<file path="config.mk">
export PLATFORM = sky130hd
export DESIGN_NAME = bcd_cascade_counter
export DESIGN_NICKNAME = d
export VERILOG_FILES = /design/src/rtl/bcd_cascade_pkg.sv /design/src/rtl/bcd_decade_stage.sv /design/src/rtl/bcd_cascade_enables.sv /design/src/rtl/bcd_cascade_counter.sv
export SDC_FILE = /design/constraint.sdc
export NUM_CORES = 1
export LEC_CHECK = 0
export ABC_AREA = 0
export BUFFER_PORTS_ARGS = -buffer_cell sky130_fd_sc_hd__buf_4
export CAP_MARGIN = 20
export CORE_MARGIN = 4
export CORE_UTILIZATION = 44
export CTS_CLUSTER_SIZE = 16
export DETAILED_ROUTE_END_ITERATION = 12
export PLACE_DENSITY = 0.8
export RECOVER_POWER = 100
export SYNTH_ARGS = -nofsm -noshare
export SYNTH_HDL_FRONTEND = slang
export SYNTH_SLANG_ARGS = --single-unit
export TNS_END_PERCENT = 30
</file>
<file path="constraint.sdc">
create_clock -name clk_i -period 1.4 [get_ports clk_i]
set_input_delay 0.21 -clock clk_i [delete_from_list [all_inputs] [get_ports clk_i]]
set_output_delay 0.21 -clock clk_i [all_outputs]
set_load 0.02 [all_outputs]
</file>
<file path="src/rtl/bcd_cascade_pkg.sv">
package bcd_cascade_pkg;
  localparam int unsigned DIGIT_W = 4;
  typedef logic [DIGIT_W-1:0] bcd_t;
  localparam bcd_t BCD_MAX = bcd_t'(9);

  function automatic bcd_t bcd_next(bcd_t d);
    return (d == BCD_MAX) ? bcd_t'(0) : bcd_t'(d + bcd_t'(1));
  endfunction
endpackage

</file>
<file path="src/rtl/bcd_decade_stage.sv">
module bcd_decade_stage
  import bcd_cascade_pkg::*;
(
  input  logic clk_i,
  input  logic rst_ni,
  input  logic en_par_i,
  input  logic en_tri_i,
  output bcd_t digit_o,
  output logic full_o,
  output logic tc_o
);
  bcd_t digit_q, digit_d;
  logic step;

  assign step   = en_par_i & en_tri_i;
  assign full_o = (digit_q == BCD_MAX);
  // gated by trickle enable so an upper 9 does not flag early
  assign tc_o   = en_tri_i & full_o;

  always_comb begin
    digit_d = digit_q;
    if (step) digit_d = bcd_next(digit_q);
  end

  always_ff @(posedge clk_i or negedge rst_ni) begin
    if (!rst_ni) digit_q <= '0;
    else         digit_q <= digit_d;
  end

  assign digit_o = digit_q;
endmodule

</file>
<file path="src/rtl/bcd_cascade_enables.sv">
module bcd_cascade_enables #(
  parameter int unsigned NUM_DIGITS = 3
) (
  input  logic [NUM_DIGITS-1:0] full_i,
  output logic [NUM_DIGITS-1:0] en_par_o,
  output logic [NUM_DIGITS-1:0] en_tri_o
);
  // trickle enable of stage k = all lower stages at 9 (prefix AND)
  always_comb begin
    logic run;
    run = 1'b1;
    for (int k = 0; k < NUM_DIGITS; k++) begin
      en_tri_o[k] = run;
      run = run & full_i[k];
    end
  end

  // parallel enable: stage 0 tied high, others driven by stage 0 terminal count
  for (genvar k = 0; k < NUM_DIGITS; k++) begin : g_par
    if (k == 0) begin : g_lsd
      assign en_par_o[k] = 1'b1;
    end else begin : g_upper
      assign en_par_o[k] = full_i[0];
    end
  end
endmodule

</file>
<file path="src/rtl/bcd_cascade_counter.sv">
module bcd_cascade_counter
  import bcd_cascade_pkg::*;
#(
  parameter int unsigned NUM_DIGITS = 3,
  localparam int unsigned CNT_W = NUM_DIGITS * DIGIT_W
) (
  input  logic             clk_i,
  input  logic             rst_ni,
  output logic [CNT_W-1:0] count_o,
  output logic             carry_o
);
  logic [NUM_DIGITS-1:0] full, en_par, en_tri, tc;
  logic                  unused_tc;

  bcd_cascade_enables #(.NUM_DIGITS(NUM_DIGITS)) u_enables (
    .full_i  (full),
    .en_par_o(en_par),
    .en_tri_o(en_tri)
  );

  for (genvar k = 0; k < NUM_DIGITS; k++) begin : g_stage
    bcd_decade_stage u_stage (
      .clk_i   (clk_i),
      .rst_ni  (rst_ni),
      .en_par_i(en_par[k]),
      .en_tri_i(en_tri[k]),
      .digit_o (count_o[k*DIGIT_W +: DIGIT_W]),
      .full_o  (full[k]),
      .tc_o    (tc[k])
    );
  end

  assign carry_o   = tc[NUM_DIGITS-1];
  assign unused_tc = ^tc;
endmodule

</file>
==> metrics.cfg <==
[logic_synthesis]
yosysMostFrequentCell = dfrtp_1
async_reset_ff_share_pct = 100
syn-num-nets = 53
yosys_most_used_dff = dfrtp_1
yosys_warnings = 0
synthTopCellsByArea = dfrtp_1 50%, xnor2_1 5.8%, mux2_4 5.0%
syn_avg_cell_area_sq_um = 11.8
ys_seq_area_share_pct = 49.9
synth_area_sq_um = 602
synth_cell_type_count = 24
syn_inst = 51
synth_top_cell_area_share_pct = 49.9
yosys.area.top_type = dfrtp_1
synth_seq_cells = 12
synth_edf_count = 0
synth_common_cells = 12 x dfrtp_1, 4 x nand2_1, 4 x nor2b_1, 4 x xnor2_1

[global_routing]
antenna_found_initial = 0
grt_pass1_vias = 500
overflow = 0
grt_max_degree = 13
grt_pass1_wl_um = 2190
track_usage_pct = 15.2

[power]
p_clk_share_pct = 38.4
vdd_drop_max_mv = 0.408
swShare_pct = 20.5
p_comb_share_pct = 1.5
power_leakage_nw = 0.385
p_per_area_nw_per_um2 = 687
power.total_mw = 0.577
seqPwrFrac_pct = 60.0
p_int_mw = 0.459
power.switching_mw = 0.118

[setup_path]
crit_path_start_kind = flop
cp-end-kind = primary output
critPathKind = reg -> out
regToRegStartpoint = g_stage[0].u_stage.digit_o[1]$_DFF_PN0_
critical_path_arrival_ns = 1.48
cp_data_required_time_ns = 1.19
r2r_slack_ns = -0.06
crit_path_max_fanout = 2
r2r_end = g_stage[1].u_stage.digit_o[1]$_DFFE_PN0N_
rr_worst_depth = 5

[clock_tree]
cts_buffer_depth = 2
clkTransAtPathRegs_ns = 0.08
cts_tree = built
clk-insertion-delay-late_ns = 0.27
cts_root_buf = clkbuf_4
ctsHtreeMaxLevel = 1
cts_inserted_buffers = 3
cts_sinks = 12

[place]
pre_cts_slack_ns = -0.00542
dpl-instance-area_sq_um = 813
placed_cells = 90
gp_congestion = 0.710
hpwl_um = 945
numPortBuffers = 14

[die]
core_area_sq_um = 1300
fp.dieW_um = 45.0
rows = 13
ios = 15
initial_core_util_pct = 46.2
die_area_sq_um = 2020
dieHeight_um = 45.0

[detailed_routing]
postRouteAntennaNets = 0
drt_pass1_iterations = 4
viasPerCell = 5.10
wirelength_um = 1330
post_drt_wl_per_cell_um = 13.6
vias = 500
drt-initial-drc-count = 12
drc = 0

[timing]
skew_ns = 0.00973
finalSetupViolations = 4
slew_viol_final = 0
finalWorstPathRequiredPeriod_ns = 1.69
rsz0062_at_grt = true
hold_violations = 0
fmax_ghz = 0.593
period_share_pct = 120
max-slew-margin-rel_pct = 59.2
worst_pin_slew_ns = 0.612
fin_ws_ns = -0.286

[cells_and_area]
design_area_sq_um = 840
fin_nets = 86
drive_gt1_share_pct = 38.6
area_growth_pct = 39.5
num_antenna_cells = 0
largest_reg_flops = 12
utilization_pct = 64.5
fin_cells = 98

[run]
max_cap_violations = 0

[run_status]
status = finished, violations left
violations = negative setup slack

[worst_hold_path]
hold_path.class = in -> async

[metrics by stage]
stage / setup TNS [ns] / hold slack (ns)
2_1_floorplan: -0.0998 / -0.0856
3_3_place_gp: 0 / 0.0524
3_5_place_dp: -0.00542 / 0.0560
4_1_cts: -0.337 / 0.311
5_1_grt: -0.600 / 0.527
6_report: -0.402 / 0.456
[per-layer routing]
layer,track usage [%],up-vias,routed length (um)
met1,17.8,240,537
met5,0,-,0
met4,7.02,0,13
met2,26.0,12,702
li1,-,246,-
met3,3.59,2,74
[cell families (layout without fill, tap and decap cells)]
logic type	after synthesis	after routing	synth area share, %
XOR/XNOR	5	5	7.28
buffers and inverters	4	36	3.74
flip-flops	12	12	49.9
AO/OA/AOI/OAI	8	8	10.6
AND/OR/NAND/NOR	18	18	20.0
multiplexers	4	4	8.52
[final cells by class]
class,count,area [sq um]
multi-input combinational,35,290
clock buffer,4,26.3
sequential,12,305
timing repair buffer,29,188
inverter,3,11.3
tap,15,18.8
fill,128,462
[worst max-delay path, stage by stage, from the launching register on]
cell      delay (ns)
dfrtp_2         0.41
and4bb_2        0.34
nand3_4         0.09
nor3b_4         0.22
buf_6           0.14
[power groups by stage]
| stage | Clock (mW) | Combinational [mW] | Sequential (mW) |
|---|---|---|---|
| finish | 0.222 | 0.00883 | 0.346 |
| detailed placement | 0 | 0.00881 | 0.353 |
| global placement | 0 | 0.00844 | 0.353 |
| floorplan | 0 | 0.000000121 | 0.353 |
| CTS | 0.226 | 0.0111 | 0.346 |
| global route | 0.249 | 0.0109 | 0.346 |
[how the worst max path moves through the flow]
stage,startpoint,to,slack (ns),cells after the start
2_1_floorplan,g_stage[0].u_stage.digit_o[1]$_DFF_PN0_,carry_o,-0.1,4
3_3_place_gp,g_stage[0].u_stage.digit_o[1]$_DFF_PN0_,carry_o,0.01,4
3_5_place_dp,g_stage[0].u_stage.digit_o[1]$_DFF_PN0_,carry_o,-0.005,4
4_1_cts,g_stage[0].u_stage.digit_o[2]$_DFF_PN0_,carry_o,-0.26,4
5_1_grt,g_stage[0].u_stage.digit_o[1]$_DFF_PN0_,carry_o,-0.34,4
6_report,g_stage[0].u_stage.digit_o[1]$_DFF_PN0_,carry_o,-0.29,4
[layout by cell type (no fill, tap or decap), types with 3 or more instances in the layout]
cell,n
buf_4,15
clkbuf_4,3
dfrtp_1,8
nand2_1,4
nor2b_1,4
dfrtp_2,4
xnor2_1,4
a22o_1,3
clkbuf_1,11
inv_1,3
[what timing repair did]
| item | in CTS | in global routing |
|---|---|---|
| hold endpoints to repair | 12 | 0 |
| resized for setup | 3 | 0 |
| setup endpoints to repair | 2 | 5 |
| gates cloned | 0 | 0 |
| pin swaps | 5 | 4 |
| setup buffers | 1 | 2 |
| hold buffers | 1 | 0 |
No activity file was read; power rests on OpenSTA's default activity.
